File: src/rtl/spi_ee_pkg.sv
package spi_ee_pkg;

   localparam int CMD_W = 8;

   typedef enum logic [2:0] {
      OP_RD_ARRAY = 3'd0,
      OP_WR_ARRAY = 3'd1,
      OP_RD_STAT  = 3'd2,
      OP_WR_STAT  = 3'd3,
      OP_WEL_SET  = 3'd4,
      OP_WEL_CLR  = 3'd5
   } host_op_e;

   typedef enum logic [1:0] {
      S_IDLE  = 2'd0,
      S_SETUP = 2'd1,
      S_XFER  = 2'd2,
      S_GAP   = 2'd3
   } seq_state_e;

   function automatic logic [CMD_W-1:0] cmd_byte(input logic [2:0] op);
      case (op)
         OP_RD_ARRAY: cmd_byte = 8'h03;
         OP_WR_ARRAY: cmd_byte = 8'h02;
         OP_RD_STAT:  cmd_byte = 8'h05;
         OP_WR_STAT:  cmd_byte = 8'h01;
         OP_WEL_SET:  cmd_byte = 8'h06;
         OP_WEL_CLR:  cmd_byte = 8'h04;
         default:     cmd_byte = 8'h00;
      endcase
   endfunction

   function automatic logic op_valid(input logic [2:0] op);
      op_valid = (op <= 3'd5);
   endfunction

   function automatic logic op_reads(input logic [2:0] op);
      op_reads = (op == OP_RD_ARRAY) || (op == OP_RD_STAT);
   endfunction

endpackage

File: src/rtl/spi_ee_bitclk.sv
module spi_ee_bitclk #(
   parameter int DIV_W = 8
) (
   input  logic             clk,
   input  logic             rst_n,
   input  logic             run,
   input  logic [DIV_W-1:0] div,
   output logic             bit_last,
   output logic             sample,
   output logic             sck_nxt
);

   logic [DIV_W-1:0] ph;
   logic [DIV_W-1:0] ph_nxt;
   logic [DIV_W:0]   half;

   assign half     = ({1'b0, div} + 1'b1) >> 1;
   assign bit_last = run && (ph == div);
   assign ph_nxt   = bit_last ? '0 : ph + 1'b1;
   assign sample   = run && !bit_last && ({1'b0, ph_nxt} == half);
   assign sck_nxt  = run && ({1'b0, ph_nxt} >= half);

   always_ff @(posedge clk or negedge rst_n) begin
      if (!rst_n)   ph <= '0;
      else if (!run) ph <= '0;
      else          ph <= ph_nxt;
   end


   ph_range_chk: assert property (@(posedge clk) disable iff (!rst_n)
      run |-> (ph <= div));

endmodule

File: src/rtl/spi_ee_seq.sv
module spi_ee_seq
   import spi_ee_pkg::*;
#(
   parameter int ADDR_W = 16,
   parameter int DATA_W = 8
) (
   input  logic              clk,
   input  logic              rst_n,
   input  logic              req,
   input  logic [2:0]        op,
   input  logic [ADDR_W-1:0] addr,
   input  logic [DATA_W-1:0] wdata,
   input  logic              miso,
   input  logic              bit_last,
   input  logic              sample,
   input  logic              sck_nxt,
   output logic              accept,
   output logic              run,
   output logic              sck,
   output logic              mosi,
   output logic              cs_n,
   output logic              done,
   output logic [DATA_W-1:0] rdata
);

   localparam int FRAME_W = CMD_W + ADDR_W + DATA_W;
   localparam int CNT_W   = $clog2(FRAME_W + 1);

   seq_state_e         state;
   logic [FRAME_W-1:0] tx_sr;
   logic [FRAME_W-1:0] frame;
   logic [CNT_W-1:0]   nleft;
   logic [CNT_W-1:0]   nbits;
   logic               rd_op;
   logic [DATA_W-1:0]  rx_sr;

   always_comb begin
      case (op)
         OP_RD_ARRAY, OP_WR_ARRAY: begin
            frame = {cmd_byte(op), addr, wdata};
            nbits = CNT_W'(FRAME_W);
         end
         OP_WR_STAT: begin
            frame = {cmd_byte(op), wdata, {ADDR_W{1'b0}}};
            nbits = CNT_W'(CMD_W + DATA_W);
         end
         OP_RD_STAT: begin
            frame = {cmd_byte(op), {(ADDR_W + DATA_W){1'b0}}};
            nbits = CNT_W'(CMD_W + DATA_W);
         end
         default: begin
            frame = {cmd_byte(op), {(ADDR_W + DATA_W){1'b0}}};
            nbits = CNT_W'(CMD_W);
         end
      endcase
   end

   assign accept = (state == S_IDLE) && req && op_valid(op);
   assign run    = (state != S_IDLE);

   always_ff @(posedge clk or negedge rst_n) begin
      if (!rst_n) begin
         state <= S_IDLE;
         tx_sr <= '0;
         nleft <= '0;
         rd_op <= 1'b0;
         rx_sr <= '0;
         rdata <= '0;
         sck   <= 1'b0;
         mosi  <= 1'b0;
         cs_n  <= 1'b1;
         done  <= 1'b0;
      end else begin
         done <= 1'b0;
         case (state)
            S_IDLE: begin
               if (accept) begin
                  state <= S_SETUP;
                  tx_sr <= frame;
                  nleft <= nbits;
                  rd_op <= op_reads(op);
                  cs_n  <= 1'b0;
                  mosi  <= frame[FRAME_W-1];
               end
            end
            S_SETUP: begin
               if (bit_last) state <= S_XFER;
            end
            S_XFER: begin
               sck <= sck_nxt;
               if (sample) rx_sr <= {rx_sr[DATA_W-2:0], miso};
               if (bit_last) begin
                  if (nleft == CNT_W'(1)) begin
                     state <= S_GAP;
                     cs_n  <= 1'b1;
                     mosi  <= 1'b0;
                     done  <= 1'b1;
                     if (rd_op) rdata <= rx_sr;
                  end else begin
                     nleft <= nleft - 1'b1;
                     tx_sr <= {tx_sr[FRAME_W-2:0], 1'b0};
                     mosi  <= tx_sr[FRAME_W-2];
                  end
               end
            end
            S_GAP: begin
               if (bit_last) state <= S_IDLE;
            end
            default: state <= S_IDLE;
         endcase
      end
   end


   sck_idle_low_chk: assert property (@(posedge clk) disable iff (!rst_n)
      cs_n |-> !sck);


   mosi_hold_chk: assert property (@(posedge clk) disable iff (!rst_n)
      (sck && $past(sck)) |-> $stable(mosi));


   edge_in_frame_chk: assert property (@(posedge clk) disable iff (!rst_n)
      $rose(sck) |-> (!cs_n && !$past(cs_n)));


   done_pulse_chk: assert property (@(posedge clk) disable iff (!rst_n)
      done |=> !done);


   done_release_chk: assert property (@(posedge clk) disable iff (!rst_n)
      done |-> (cs_n && !$past(cs_n)));


   rdata_hold_chk: assert property (@(posedge clk) disable iff (!rst_n)
      !$stable(rdata) |-> done);

endmodule

File: src/rtl/spi_eeprom_master.sv
module spi_eeprom_master #(
   parameter int DIV_W  = 8,
   parameter int ADDR_W = 16,
   parameter int DATA_W = 8
) (
   input  logic              clk,
   input  logic              rst_n,
   input  logic              req,
   input  logic [2:0]        op,
   input  logic [ADDR_W-1:0] addr,
   input  logic [DATA_W-1:0] wdata,
   input  logic [DIV_W-1:0]  div,
   output logic              busy,
   output logic              done,
   output logic [DATA_W-1:0] rdata,
   output logic              sck,
   output logic              mosi,
   input  logic              miso,
   output logic              cs_n
);

   generate
      if (DIV_W < 1 || DIV_W > 16) begin : g_bad_div_w
         $error("DIV_W must be within 1..16");
      end
      if (DATA_W < 2) begin : g_bad_data_w
         $error("DATA_W must be at least 2");
      end
      if (ADDR_W < 1) begin : g_bad_addr_w
         $error("ADDR_W must be at least 1");
      end
   endgenerate

   logic [DIV_W-1:0] div_q;
   logic [DIV_W-1:0] div_eff;
   logic             accept;
   logic             run;
   logic             bit_last;
   logic             sample;
   logic             sck_nxt;

   assign div_eff = (div == '0) ? DIV_W'(1) : div;
   assign busy    = run;

   always_ff @(posedge clk or negedge rst_n) begin
      if (!rst_n)      div_q <= DIV_W'(1);
      else if (accept) div_q <= div_eff;
   end

   spi_ee_bitclk #(.DIV_W(DIV_W)) u_bitclk (
      .clk      (clk),
      .rst_n    (rst_n),
      .run      (run),
      .div      (div_q),
      .bit_last (bit_last),
      .sample   (sample),
      .sck_nxt  (sck_nxt)
   );

   spi_ee_seq #(.ADDR_W(ADDR_W), .DATA_W(DATA_W)) u_seq (
      .clk      (clk),
      .rst_n    (rst_n),
      .req      (req),
      .op       (op),
      .addr     (addr),
      .wdata    (wdata),
      .miso     (miso),
      .bit_last (bit_last),
      .sample   (sample),
      .sck_nxt  (sck_nxt),
      .accept   (accept),
      .run      (run),
      .sck      (sck),
      .mosi     (mosi),
      .cs_n     (cs_n),
      .done     (done),
      .rdata    (rdata)
   );


   busy_hold_chk: assert property (@(posedge clk) disable iff (!rst_n)
      (busy && req) |=> $stable(div_q));

endmodule

File: config.mk
export PLATFORM = sky130hd
export DESIGN_NAME = spi_eeprom_master
export DESIGN_NICKNAME = d
export VERILOG_FILES = /design/src/rtl/spi_ee_pkg.sv /design/src/rtl/spi_ee_bitclk.sv /design/src/rtl/spi_ee_seq.sv /design/src/rtl/spi_eeprom_master.sv
export SDC_FILE = /design/constraint.sdc
export NUM_CORES = 1
export LEC_CHECK = 0
export ABC_AREA = 1
export BUFFER_PORTS_ARGS = -buffer_cell sky130_fd_sc_hd__buf_2
export CAP_MARGIN = 20
export CORE_MARGIN = 2
export CORE_UTILIZATION = 55
export CTS_CLUSTER_SIZE = 12
export DETAILED_ROUTE_END_ITERATION = 12
export HOLD_SLACK_MARGIN = 0.05
export PLACE_DENSITY = 0.86
export SETUP_SLACK_MARGIN = 0.4
export SLEW_MARGIN = 25
export SYNTH_ARGS = -nofsm -noshare
export SYNTH_HDL_FRONTEND = slang
export SYNTH_SLANG_ARGS = --single-unit
File: constraint.sdc
create_clock -name clk -period 2.95 [get_ports clk]
set_input_delay 0.1475 -clock clk [delete_from_list [all_inputs] [get_ports clk]]
set_output_delay 0.1475 -clock clk [all_outputs]
set_load 0.1 [all_outputs]
==> impl_metrics.json <==
{
  "status": "completed",
  "critPathLaunch": "u_bitclk.ph[0]$_DFF_PN0_",
  "holdPathStages": 3,
  "rsz0062_at_grt": "true",
  "r2r_start": "u_bitclk.ph[0]$_DFF_PN0_",
  "cts_tree": "yes",
  "die_w_um": 94.0,
  "ir_drop_mv": 0.403,
  "overflow": 0,
  "htree_levels": 3,
  "fin_worst_skew_ns": 0.0131,
  "place_area_sq_um": 4760,
  "viasPerCell": 5.57,
  "cp_common_cell": "nand2_1",
  "synth.most_common_cell": "nand2_1",
  "avgSynthCellArea_sq_um": 7.32,
  "synth_flop_cell": "dfrtp_1",
  "power_density_nw_per_um2": 844,
  "cp.arrival_ns": 3.02,
  "syn-instance-count": 608,
  "finalHoldViolations": 0,
  "worst_setup_path_end_kind": "register",
  "grt_pass1_wl_mm": 18.1,
  "ios": 52,
  "fin_crit_sh_pct": 94.1,
  "synth_commonest_cells": "nand2_1, dfrtp_1, nand3_1",
  "syn_nets": 664,
  "num_vias": 4414,
  "grt_max_degree": 77,
  "gp_congestion": 0.885,
  "max_cap_viol_count": 0,
  "post-dp-hpwl_mm": 7.17,
  "slew_headroom_pct": 54.2,
  "crit_path_max_incr_delay_ns": 0.42,
  "drive_gt1_share_pct": 21.3,
  "synthTopCellsByArea": "dfrtp_1, nand2_1, nand3_1",
  "totalWireLength_mm": 11.6,
  "num_rows": 32,
  "wl_per_cell_um": 14.6,
  "setup_viol": 0,
  "p_leak_uw": 0.00301,
  "syn_area_sq_um": 4450,
  "synth_edf_count": 0,
  "start_util_pct": 57.3,
  "worstMarginPinSlew_ns": 0.686,
  "total_power_uw": 4520,
  "grt_use_total_pct": 26.0,
  "die_y_um": 94.0,
  "reg2reg_slack_ns": 0.17,
  "synthToLayoutAreaGrowth_pct": 20.3,
  "clockBufferDepth": 2,
  "worst-setup-path-type": "register to register",
  "finalCriticalPeriod_ns": 2.78,
  "cp_max_fo": 8,
  "die_area_sq_um": 8830,
  "synth_cell_types": 34,
  "yosysSeqAreaShare_pct": 42.8,
  "insertion_delay_ns": 0.36,
  "antenna_found_initial": 0,
  "fmax_ghz": 0.360,
  "port_buffers": 51,
  "r2r_end": "u_seq.rx_sr[5]$_DFFE_PN0P_",
  "synth_top_area_share_pct": 41.6,
  "n_antenna_cell": 0,
  "drtIter0Drc": 310,
  "yosysWarnings": 0,
  "drtPass1Iterations": 6,
  "yosys.area.top_type": "dfrtp_1",
  "cts-root-buf": "clkbuf_8",
  "path_cells": "ha_2 -> nand2_2 -> nor3_2 -> nand2_1 -> xor2_1 -> inv_1 -> nand2_1 -> inv_2 -> ha_4 -> nand2_4 -> nor2_4 -> nand4_1 -> nor3_2 -> nand2_2 -> nand2_1 -> nand2_1",
  "fin_area_sq_um": 5360,
  "route.detailed.drc": 0,
  "maxSlewViolCount": 0,
  "r2r_cells": 16,
  "final.setup.tns_ns": 0,
  "cts_buffers": 9,
  "crit_required_ns": 3.20,
  "cts.sinks": 76,
  "grt_pass1_vias": 4081,
  "worstHoldStart": "div[1]",
  "fin_nets": 743,
  "async_reset_ff_share_pct": 100,
  "fillers": 590,
  "start_kind": "register",
  "hp-class": "input pin to register",
  "holdPathEnd": "div_q[1]$_DFFE_PN0P_",
  "synth_seq_cells": 76,
  "path_clk_slew_ns": 0.08,
  "crit_path_top_delay_cell": "dfrtp_1",
  "coreArea_sq_um": 7770,
  "antenna_left": 0
}
==> routing by layer <==
metal  vias up  wire length, um  GRT usage [%]
met5         -                0              0
met4         0              433           10.0
met3        49              868           4.74
met2       236             5640           45.5
met1      2055             4640           31.9
li1       2074                -              -
==> cell families (layout without fill, tap and decap cells) <==
family | count (synthesis) | after routing | share of synthesized area, %
AOI/OAI and AO/OA | 51 | 51 | 6.72
adders and majority gates | 17 | 17 | 4.78
DFF | 76 | 76 | 42.8
buffers and inverters | 95 | 178 | 8.93
xor gates and xnor gates | 9 | 9 | 1.77
and+or+nand+nor | 360 | 360 | 35.0
==> cells in the final DEF (no fill, tap or decap), drive strengths merged, types with 2 or more instances in the layout <==
cell type / n
a21oi: 6
a32o: 8
buf: 81
clkbuf: 9
clkinv: 8
dfrtp: 74
dfstp: 2
dlygate4sd3: 6
ha: 17
inv: 72
nand2: 248
nand3: 74
nand4: 3
nor2: 25
nor3: 6
nor4: 2
o21ai: 35
xnor2: 2
xor2: 7
==> worst max-delay path, delay by kind of cell (launching register included) <==
| kind | cells | cell delay [ns] |
|---|---|---|
| and+or+nand+nor | 11 | 1.44 |
| buffers and inverters | 2 | 0.15 |
| adders and majority gates | 2 | 0.49 |
| xor gates and xnor gates | 1 | 0.16 |
| DFF | 1 | 0.42 |
==> metrics by stage <==
step           worst slack (ns)  util, %  hold WS, ns  std cells
2_1_floorplan             0.472        -       -0.148        608
3_3_place_gp              0.456     61.3        0.346        747
3_5_place_dp              0.355     61.3        0.354        747
4_1_cts                   0.377     67.3       0.0657        786
5_1_grt                  0.0279     69.0        0.107        793
6_report                  0.174     69.0       0.0756        793
==> flip-flops by register name (all words and copies together), names as in the netlist <==
| signal | flops |
|---|---|
| u_seq.state | 2 |
| u_seq.rd_op | 1 |
| u_seq.rx_sr | 8 |
| u_seq.rdata | 8 |
| u_seq.mosi | 1 |
| u_seq.tx_sr | 31 |
| u_seq.sck | 1 |
| u_seq.done | 1 |
| div_q | 8 |
| u_seq.cs_n | 1 |
| u_bitclk.ph | 8 |
| u_seq.nleft | 6 |
==> worst max-delay path by stage <==
stage,end,cells after the start
2_1_floorplan,u_seq.rx_sr[0]$_DFFE_PN0P_,17
3_3_place_gp,u_seq.rx_sr[3]$_DFFE_PN0P_,13
3_5_place_dp,u_seq.rx_sr[5]$_DFFE_PN0P_,13
4_1_cts,u_seq.rx_sr[5]$_DFFE_PN0P_,17
5_1_grt,u_seq.rx_sr[0]$_DFFE_PN0P_,16
6_report,u_seq.rx_sr[5]$_DFFE_PN0P_,16
==> final cells by class <==
type,instances,area [sq um],area share [%]
Inverter,76,287,5.35
Sequential cell,76,1900,35.6
Clock inverter,6,65.1,1.21
Multi-Input combinational cell,437,2300,43.0
Clock buffer,9,124,2.31
Timing Repair Buffer,87,547,10.2
Tap cell,102,128,2.38
==> timing repair <==
action | 4_1_cts | 5_1_grt
setup endpoints to repair | 8 | 46
pin swaps | 20 | 17
buffers inserted | 18 | 7
hold buffers | 6 | 0
gates resized for setup | 18 | 13
endpoints found under the hold margin | 79 | 0
==> report_power, final <==
group          switching, uW  internal (uW)  total, uW
clock                    392            387        779
sequential               272           1340       1610
combinational           1360            774       2130
No activity file was read; power rests on OpenSTA's default activity.
